**src/rtl/dacw_pkg.sv**
```systemverilog
package dacw_pkg;

    localparam int BYTE_W = 8;
    localparam int LANES  = 2;
    localparam int WORD_W = BYTE_W * LANES;
    localparam int LEGACY_BITS = 12;
    localparam int PAD_BITS    = WORD_W - LEGACY_BITS;

    typedef struct packed {
        logic [BYTE_W-1:0] hi;
        logic [BYTE_W-1:0] lo;
    } stage_t;

    // Full mode passes the word; legacy keeps the top bits and zero-fills the rest.
    function automatic logic [WORD_W-1:0] align_code(input logic [WORD_W-1:0] word,
                                                     input logic               full16);
        logic [WORD_W-1:0] res;
        if (full16) begin
            res = word;
        end else begin
            res = {word[WORD_W-1:PAD_BITS], {PAD_BITS{1'b0}}};
        end
        return res;
    endfunction

endpackage

```
**src/rtl/dacw_decode.sv**
```systemverilog
module dacw_decode
    import dacw_pkg::*;
#(
    parameter int ADDR_W = 4,
    parameter int LO_OFS = 4
) (
    input  logic                    wr_en,
    input  logic [ADDR_W-1:0]       addr,
    input  logic [LANES-1:0]        byte_en,
    input  logic [WORD_W-1:0]       wdata,
    output logic                    lo_wr,
    output logic                    hi_wr,
    output logic [BYTE_W-1:0]       lo_byte,
    output logic [BYTE_W-1:0]       hi_byte
);

    // One spare bit so addr + lane never wraps back onto a register.
    localparam int            TW   = ADDR_W + 1;
    localparam logic [TW-1:0] LO_T = TW'(LO_OFS);
    localparam logic [TW-1:0] HI_T = TW'(LO_OFS + 1);

    logic [TW-1:0]    tgt [LANES];
    logic [LANES-1:0] lane_lo;
    logic [LANES-1:0] lane_hi;

    for (genvar g = 0; g < LANES; g++) begin : g_lane
        assign tgt[g]     = {1'b0, addr} + TW'(g);
        assign lane_lo[g] = wr_en & byte_en[g] & (tgt[g] == LO_T);
        assign lane_hi[g] = wr_en & byte_en[g] & (tgt[g] == HI_T);
    end

    always_comb begin
        lo_byte = '0;
        hi_byte = '0;
        for (int i = 0; i < LANES; i++) begin
            if (lane_lo[i]) lo_byte = wdata[i*BYTE_W +: BYTE_W];
            if (lane_hi[i]) hi_byte = wdata[i*BYTE_W +: BYTE_W];
        end
        lo_wr = |lane_lo;
        hi_wr = |lane_hi;
    end

endmodule

```
**src/rtl/dacw_stage.sv**
```systemverilog
module dacw_stage
    import dacw_pkg::*;
(
    input  logic              clk,
    input  logic              rst_n,
    input  logic              lo_wr,
    input  logic              hi_wr,
    input  logic [BYTE_W-1:0] lo_byte,
    input  logic [BYTE_W-1:0] hi_byte,
    output logic              commit,
    output logic [WORD_W-1:0] word
);

    stage_t stage_d;
    stage_t stage_q;

    always_comb begin
        stage_d = stage_q;
        if (lo_wr) stage_d.lo = lo_byte;
        if (hi_wr) stage_d.hi = hi_byte;
        // Word as it stands after this transaction; bytes not written come from staging.
        word   = {stage_d.hi, stage_d.lo};
        commit = hi_wr;
    end

    always_ff @(posedge clk or negedge rst_n) begin
        if (!rst_n) begin
            stage_q <= '0;
        end else begin
            stage_q <= stage_d;
        end
    end

endmodule

```
**src/rtl/dacw_commit.sv**
```systemverilog
module dacw_commit
    import dacw_pkg::*;
#(
    parameter int                CFG_W     = 2,
    parameter logic [WORD_W-1:0] ZERO_CODE = '0
) (
    input  logic              clk,
    input  logic              rst_n,
    input  logic              commit,
    input  logic [WORD_W-1:0] word,
    input  logic              full16,
    input  logic [CFG_W-1:0]  cfg_in,
    output logic [WORD_W-1:0] code,
    output logic [CFG_W-1:0]  cfg,
    output logic              upd
);

    typedef struct packed {
        logic [WORD_W-1:0] code;
        logic [CFG_W-1:0]  cfg;
        logic              upd;
    } out_t;

    out_t out_d;
    out_t out_q;

    always_comb begin
        out_d     = out_q;
        out_d.upd = 1'b0;
        if (commit) begin
            out_d.code = align_code(word, full16);
            out_d.cfg  = cfg_in;
            out_d.upd  = 1'b1;
        end
    end

    always_ff @(posedge clk or negedge rst_n) begin
        if (!rst_n) begin
            out_q.code <= ZERO_CODE;
            out_q.cfg  <= '0;
            out_q.upd  <= 1'b0;
        end else begin
            out_q <= out_d;
        end
    end

    assign code = out_q.code;
    assign cfg  = out_q.cfg;
    assign upd  = out_q.upd;

endmodule

```
**src/rtl/dac_word_latch.sv**
```systemverilog
module dac_word_latch
    import dacw_pkg::*;
#(
    parameter int                ADDR_W    = 4,
    parameter int                LO_OFS    = 4,
    parameter int                CFG_W     = 2,
    parameter logic [WORD_W-1:0] ZERO_CODE = '0
) (
    input  logic              clk,
    input  logic              rst_n,
    input  logic              wr_en,
    input  logic [ADDR_W-1:0] addr,
    input  logic [LANES-1:0]  byte_en,
    input  logic [WORD_W-1:0] wdata,
    input  logic              mode_full16,
    input  logic [CFG_W-1:0]  out_cfg,
    output logic [WORD_W-1:0] dac_code,
    output logic [CFG_W-1:0]  dac_cfg,
    output logic              dac_update
);

    logic              lo_wr;
    logic              hi_wr;
    logic [BYTE_W-1:0] lo_byte;
    logic [BYTE_W-1:0] hi_byte;
    logic              commit;
    logic [WORD_W-1:0] word;

    dacw_decode #(
        .ADDR_W (ADDR_W),
        .LO_OFS (LO_OFS)
    ) u_decode (
        .wr_en   (wr_en),
        .addr    (addr),
        .byte_en (byte_en),
        .wdata   (wdata),
        .lo_wr   (lo_wr),
        .hi_wr   (hi_wr),
        .lo_byte (lo_byte),
        .hi_byte (hi_byte)
    );

    dacw_stage u_stage (
        .clk     (clk),
        .rst_n   (rst_n),
        .lo_wr   (lo_wr),
        .hi_wr   (hi_wr),
        .lo_byte (lo_byte),
        .hi_byte (hi_byte),
        .commit  (commit),
        .word    (word)
    );

    dacw_commit #(
        .CFG_W     (CFG_W),
        .ZERO_CODE (ZERO_CODE)
    ) u_commit (
        .clk    (clk),
        .rst_n  (rst_n),
        .commit (commit),
        .word   (word),
        .full16 (mode_full16),
        .cfg_in (out_cfg),
        .code   (dac_code),
        .cfg    (dac_cfg),
        .upd    (dac_update)
    );

endmodule

```
**config.mk**
```make
export PLATFORM = sky130hd
export DESIGN_NAME = dac_word_latch
export DESIGN_NICKNAME = d
export VERILOG_FILES = /design/src/rtl/dacw_pkg.sv /design/src/rtl/dacw_decode.sv /design/src/rtl/dacw_stage.sv /design/src/rtl/dacw_commit.sv /design/src/rtl/dac_word_latch.sv
export SDC_FILE = /design/constraint.sdc
export NUM_CORES = 1
export LEC_CHECK = 0
export ABC_AREA = 1
export CAP_MARGIN = 20
export CORE_MARGIN = 3
export CORE_UTILIZATION = 32
export CTS_CLUSTER_DIAMETER = 50
export CTS_CLUSTER_SIZE = 8
export DETAILED_ROUTE_END_ITERATION = 7
export PLACE_DENSITY = 0.58
export SLEW_MARGIN = 0
export SYNTH_ARGS = -nofsm -noshare
export SYNTH_HDL_FRONTEND = slang
export SYNTH_SLANG_ARGS = --single-unit
```
**constraint.sdc**
```tcl
create_clock -name clk -period 0.8 [get_ports clk]
set_input_delay 0.12 -clock clk [delete_from_list [all_inputs] [get_ports clk]]
set_output_delay 0.12 -clock clk [all_outputs]
set_load 0.02 [all_outputs]
```
==> summary.md, run 1 <==
- 46 — buffers added on ports
- 34.62% — effective utilization at floorplan
- yes — RSZ-0062 raised after global routing
- 1333 — via count
- 0 — number of failing hold endpoints at the final stage
- 0.2951 ns — actual slew at the worst max-slew pin
- 310 — count of fill cells added during filler insertion
- 710.7 sq um — combined area of the multi-input logic cells
- built — CTS tree
- 3799 sq um — core area
- 1315 sq um — cell area after technology mapping
- 27 — number of sinks driven by the clock tree
- buf_6 — CP cell instances
- 64.69% — fin util
- 2 — buffer levels on the longest clock path
- 0 — antenna diode instance count
- 51.38% — fraction of synthesized cell area taken by the top area cell type
- 0 — number of synthesis warnings
- 295 — final standard cell count with taps included and fillers excluded
- 1475 — via count of the first global-routing pass
- flip-flop — critical path launch point type
- 0 — total grt overflow
- 276 — Final Net Count
- 119.9% — part of the cycle the worst path needs
- 0.27 ns — Skew-Pair Late Insertion Delay
- 6.879 mm — first-pass GRT wire length
- 2.675 mm — dpl hpwl
- 4.084 mm — Final Routed Wirelength
- 70.11 microns — die width
- 1815 nW/um^2 — ratio of total power to cell area
- 191 — number of nets in the synthesized netlist
- 28 — largest net degree at the start of global routing
- 1966 sq um — post-placement cell area
- 0.68 ns — CP required
- flip-flops — Largest delay share family, worst path
- 0 — count of nets left with antenna violations after detail routing
- 0 — total of max-cap violations
- dfrtp_1 51%, nand2_1 19%, nand3_1 9.5%, inv_1 5.1%, nor2_4 3.4% — top cells by area in the synthesized netlist
- 0 — number of pins exceeding their max-slew limit in the final report
- 17.8% — clock network fraction of design power
- 2 — maximum fanout along the worst path
- dfrtp_1 — cell type contributing the most total cell area after synthesis
- 0.8229 — final estimated routing congestion in global placement
- 3 — clock buffer count from CTS
- 0.42 ns — largest incremental delay on the critical path
- 4.519 — number of vias per cell
- 32.42% — net switching fraction of the power
- 4 — DR pass1 iterations
- 0 — antenna violations before repair
- 50.61% — share of post-route cells with drive strength above 1
- 4.459 mW — total power
- 40.4% — logic gate share of total power
- 1.033 mV — peak supply drop
- clkbuf_8 — root buffer cell
- 0.0008284 ns — setup skew after layout
- 22 — count of standard-cell rows
- setup timing — violated checks
- 0.84 ns — worst path arrival time
- 15 — Synth cell types
- 83 — 1st-iter DRT viols
- 0 — number of remaining DRC errors
- 4915 sq um — DIE AREA
- dfrtp_1 — critical path's slowest cell
- 1042 MHz — Achievable Freq
- u_commit.code[1] — beginning of the worst register-to-register path
- primary output — sort of element at the end of the critical path
- 0.2017 ns — worst hold margin
- 38 — number of endpoints failing setup at the final stage
- 51.38% — sequential-to-total area share from yosys stat
- 1.446 mW — switching component of the power
- reg -> out — WS Path Type
- 8.068 sq um — Syn Area/Cell
- 271 — number of cells in the design after placement
- 2457 sq um — final std cell area, no fill
- 17.17% — GR Util All Layers
- finished, violations left — run status
- 13.84 microns — drt wl/cell
- 3.014 mW — cell internal power dissipation
- 0.09 ns — Worst-path clk slew
- 675.6 sq um — Sequential cell area
- 1.223 nW — LEAKAGE
- 163 — number of standard cells after synthesis
- 80.28% — tightest slew margin relative to the limit
- 1 — deepest level of the CTS H-tree
- 0.9596 ns — minimum clock period after layout
- in -> async — worst hold-check path type
- 1 — Buf+Inv Stages, Crit Path
- 4 — path depth of the worst reg2reg path
- 47 — number of placed I/O pins
- 86.87% — synthesis-to-layout area growth
- 70.11 microns — Die Y
- -0.05 ns — FF-to-FF setup slack
- 41.8% — portion of total power attributed to sequential cells
- -0.1596 ns — min setup slack post-route
- u_commit.code[1] — worst flop-to-flop path endpoint
- 27 — post-synthesis sequential element count
==> how the worst max path moves through the flow <==
stage	from	end	cells past startpoint
5_1_grt	u_commit.code[2]	dac_code[2]	1
4_1_cts	u_commit.code[9]	dac_code[9]	1
3_3_place_gp	addr[2]	u_commit.code[5]	8
3_5_place_dp	addr[2]	u_commit.code[5]	8
6_report	u_commit.code[4]	dac_code[4]	1
2_1_floorplan	addr[3]	u_commit.code[0]	7
==> power by group through the flow <==
stage,registers (mW),logic [mW],clock network (mW)
2_1_floorplan,2.07,0.346,0
4_1_cts,1.85,1.62,0.822
3_5_place_dp,1.82,1.44,0
3_3_place_gp,1.82,1.42,0
6_report,1.86,1.80,0.795
5_1_grt,1.90,1.94,0.881
==> repair_timing <==
item / CTS / global route
setup endpoints to repair: 46 / 42
hold buffers: 0 / 0
gates cloned: 3 / 0
resized for setup: 172 / 42
setup buffers: 9 / 9
pin swaps: 28 / 27
==> metrics by stage <==
stage,worst slack [ns],TNS (ns)
floorplan,-0.1266,-1.596
global placement,-0.7446,-22.25
detailed placement,-0.7964,-23.52
CTS,-0.1544,-3.112
global route,-0.1837,-5.157
finish,-0.1596,-3.438
==> per-layer routing <==
layer	track usage (%)	up-vias	wire, microns
met4	4.255	0	34
met2	30.43	38	2116
li1	-	670	-
met3	2.878	4	178
met5	0	-	0
met1	21.56	621	1755
==> area by class of cell <==
cell class | instances | area share [%]
Timing Repair Buffer | 79 | 33.30
Multi-Input combinational cell | 110 | 28.92
Sequential cell | 27 | 27.49
Inverter | 24 | 4.481
Tap cell | 48 | 2.444
Clock buffer | 3 | 1.680
Timing Repair inverter | 3 | 1.375
Clock inverter | 1 | 0.3055
==> sequential cells by signal (all words and copies together) (netlist names) <==
| name | flops |
|---|---|
| u_commit.cfg | 2 |
| u_commit.code | 16 |
| u_commit.upd | 1 |
| u_stage.stage_q | 8 |
==> cell usage after synthesis, drive strengths merged <==
cell type / number
nor2: 7
nand2: 66
o21ai: 8
dfrtp: 27
nand3: 28
inv: 24
nor3: 1
buf: 2
==> cells by family after synthesis <==
group           Yosys count  share of synthesized area [%]
compound gates            8                          3.044
buf+inv                  26                          8.754
flops                    27                          51.38
simple gates            102                          36.82
==> cells in the final DEF (no fill, tap or decap), types with 2 or more instances in the layout <==
master	netlist	final
nand2_2	0	26
nand3_1	25	11
inv_2	5	2
clkdlybuf4s50_1	0	20
inv_4	1	3
nand3_4	1	4
clkbuf_2	0	2
dfrtp_1	27	27
buf_4	0	23
inv_1	18	17
nand2_1	65	38
nand3_2	2	13
nor2_4	4	5
buf_12	0	5
nor2_2	0	2
buf_8	0	3
inv_8	0	4
buf_6	2	25
clkbuf_8	0	3
o21ai_1	5	8
Power figures use the tool's default switching activity.
==> run 2, diff against run 1 <==
--- a/config.mk
+++ b/config.mk
@@ -12,7 +12,6 @@
 export CTS_CLUSTER_DIAMETER = 50
 export CTS_CLUSTER_SIZE = 8
 export DETAILED_ROUTE_END_ITERATION = 7
-export PLACE_DENSITY = 0.58
 export SLEW_MARGIN = 0
 export SYNTH_ARGS = -nofsm -noshare
 export SYNTH_HDL_FRONTEND = slang
==> run 2 against run 1 <==
Compared with the run above:
- the run still ends with setup timing left
- wire length decreased by 6.0%
- sequential power hardly changed
- global-route usage shrank 0.57 points
- die area unchanged
- core utilization shrank 4.5 points
- design area is 7.0% lower
- sequential share of layout area is 2.1 points higher
- clock power rose by 2%
- critical path type unchanged
- critical endpoint is now dac_code[6]
- largest cell class is now multi-input gates
- largest power group unchanged
- highest routed layer unchanged
==> summary.md, run 2 (synthesis results as in run 1) <==
- 0.10 ns — Worst-path clk slew, about the same
- 16.60% — GR Util All Layers, -0.57 points
- 261 — Final Net Count, -5.4%
- built — CTS tree
- reg -> out — WS Path Type
- 0 — number of failing hold endpoints at the final stage, unchanged
- 70.11 microns — Die Y, unchanged
- flip-flops — Largest delay share family, worst path
- 0.8374 — final estimated routing congestion in global placement, +1.8%
- 1 — number of cells on the critical path, unchanged
- dfrtp_1 — critical path's slowest cell
- u_commit.code x16, u_stage.stage_q x8, u_commit.cfg x2 — registers with the most flip-flops
- 16 — flip-flop count of the largest register after layout, unchanged
- 1 — Buf+Inv Stages, Crit Path, unchanged
- 0 — count of nets left with antenna violations after detail routing, unchanged
- 0.9505 ns — minimum clock period after layout, -0.009097 ns
- 3.841 mm — Final Routed Wirelength, -6.0%
- u_commit.code — most flop-heavy register
- 22 — count of standard-cell rows, unchanged
- finished, violations left — run status
- 28 — largest net degree at the start of global routing, unchanged
- 0.1807 ns — worst hold margin, -0.02100 ns
- 13.72 microns — drt wl/cell, -0.91%
- 44.40% — share of post-route cells with drive strength above 1, -6.2 points
- 0 — total of max-cap violations, unchanged
- clkbuf_8 — root buffer cell
- 73.74% — synthesis-to-layout area growth
- 3 — clock buffer count from CTS, unchanged
- setup timing — violated checks
- 0 — antenna diode instance count, unchanged
- 47 — number of placed I/O pins, unchanged
- -3.034 ns — Post-Route Setup TNS, +0.4047 ns
- 70.11 microns — die width, unchanged
- 1881 nW/um^2 — ratio of total power to cell area, +3.6%
- 0.001038 ns — setup skew after layout, +0.0002099 ns
- 1.227 mV — peak supply drop, +19%
- 0.68 ns — CP required, about the same
- 0.83 ns — worst path arrival time, about the same
- 118.8% — part of the cycle the worst path needs, -1.1 points
- 4 — DR pass1 iterations, unchanged
- 85.97% — tightest slew margin relative to the limit, +5.7 points
- 268 — number of cells in the design after placement, -1.1%
- 1.133 nW — LEAKAGE, -7.4%
- 2 — maximum fanout along the worst path, unchanged
- 4 — path depth of the worst reg2reg path, unchanged
- 48 x nand2_1, 27 x dfrtp_1, 23 x buf_6, 20 x clkdlybuf4s50_1 — commonest non-fill, non-tap cells in the layout
- 1346 — via count of the first global-routing pass, -8.7%
- 27 — number of sinks driven by the clock tree, unchanged
- -0.1505 ns — min setup slack post-route, +0.009097 ns
- flip-flop — critical path launch point type
- 4915 sq um — DIE AREA, unchanged
- 0 — total grt overflow, unchanged
- 0.2083 ns — actual slew at the worst max-slew pin, -0.08683 ns
- 35 — number of endpoints failing setup at the final stage, -7.9%
- 34.62% — effective utilization at floorplan, unchanged
- 6.513 mm — first-pass GRT wire length, -5.3%
- 4.729 — number of vias per cell, +4.6%
- 46 — buffers added on ports, unchanged
- primary output — sort of element at the end of the critical path
- 0 — number of remaining DRC errors, unchanged
- 0.41 ns — largest incremental delay on the critical path, about the same
- 280 — final standard cell count with taps included and fillers excluded, -5.1%
- 2.589 mm — dpl hpwl, -3.2%
- 0 — antenna violations before repair, unchanged
- nand2_1 — leading cell type in the layout, fill and taps excluded
- in -> async — worst hold-check path type
- 2 — buffer levels on the longest clock path, unchanged
- yes — RSZ-0062 raised after global routing
- 62 — 1st-iter DRT viols, -25%
- buf_6 — CP cell instances
- 0.28 ns — Skew-Pair Late Insertion Delay, about the same
- 1052 MHz — Achievable Freq, +0.96%
- 1324 — via count, -0.68%
- 3799 sq um — core area, unchanged
- 1 — deepest level of the CTS H-tree, unchanged
- 0 — number of pins exceeding their max-slew limit in the final report, unchanged
-- run 2: final cells by class --
class / instances / area, sq um
flip-flops and latches: 27 / 675.6
inverters: 24 / 110.1
fillers: 310 / 1514
repair inverters: 2 / 22.52
clock inverters: 1 / 7.507
repair buffers: 65 / 661.9
well taps: 48 / 60.06
multi-input cells: 110 / 705.7
clock buffers: 3 / 41.29
-- run 2: worst paths after layout --
| check | from | endpoint | slack, ns |
|---|---|---|---|
| setup / recovery | u_commit.code[6] | dac_code[6] | -0.15 |
| hold / removal | rst_n | u_commit.code[9] | 0.18 |
| setup reg to reg | u_commit.code[2] | u_commit.code[2] | -0.04 |
| hold reg to reg | u_commit.cfg[1] | u_commit.cfg[1] | 0.52 |
| max in group asynchronous | rst_n | u_commit.code[13] | 0.46 |
| min in group clk | addr[3] | u_stage.stage_q[3] | 0.30 |
-- run 2: per-layer routing --
| metal | share of wire [%] | track usage (%) | vias to the layer above | wire [microns] |
|---|---|---|---|---|
| met1 | 43 | 21.49 | 620 | 1661 |
| met2 | 50 | 28.23 | 51 | 1910 |
| met4 | 1.4 | 4.255 | 0 | 53 |
| met5 | 0 | 0 | - | 0 |
| li1 | - | - | 647 | - |
| met3 | 5.6 | 3.309 | 6 | 216 |
-- run 2: where the power goes --
part,internal (mW),total [mW],switching (mW)
combinational,0.863,1.62,0.758
sequential,1.66,1.86,0.199
clock,0.355,0.813,0.458
total,2.88,4.30,1.42
-- run 2: repair_timing --
action,4_1_cts,5_1_grt
hold endpoints to repair,0,0
setup endpoints to repair,46,39
hold buffers,0,0
cloned,2,0
buffers inserted,4,6
pin swaps,23,17
gates resized for setup,177,22
-- run 2: stage by stage --
stage	area (sq um)	setup slack (ns)	util [%]	total power [mW]
finish	2285	-0.1505	60.14	4.297
global route	2285	-0.1770	60.14	4.523
CTS	2187	-0.1549	57.58	4.232
detailed placement	1943	-0.8075	51.15	3.215
global placement	1943	-0.7662	51.15	3.200
floorplan	1335	-0.1266	-	2.413
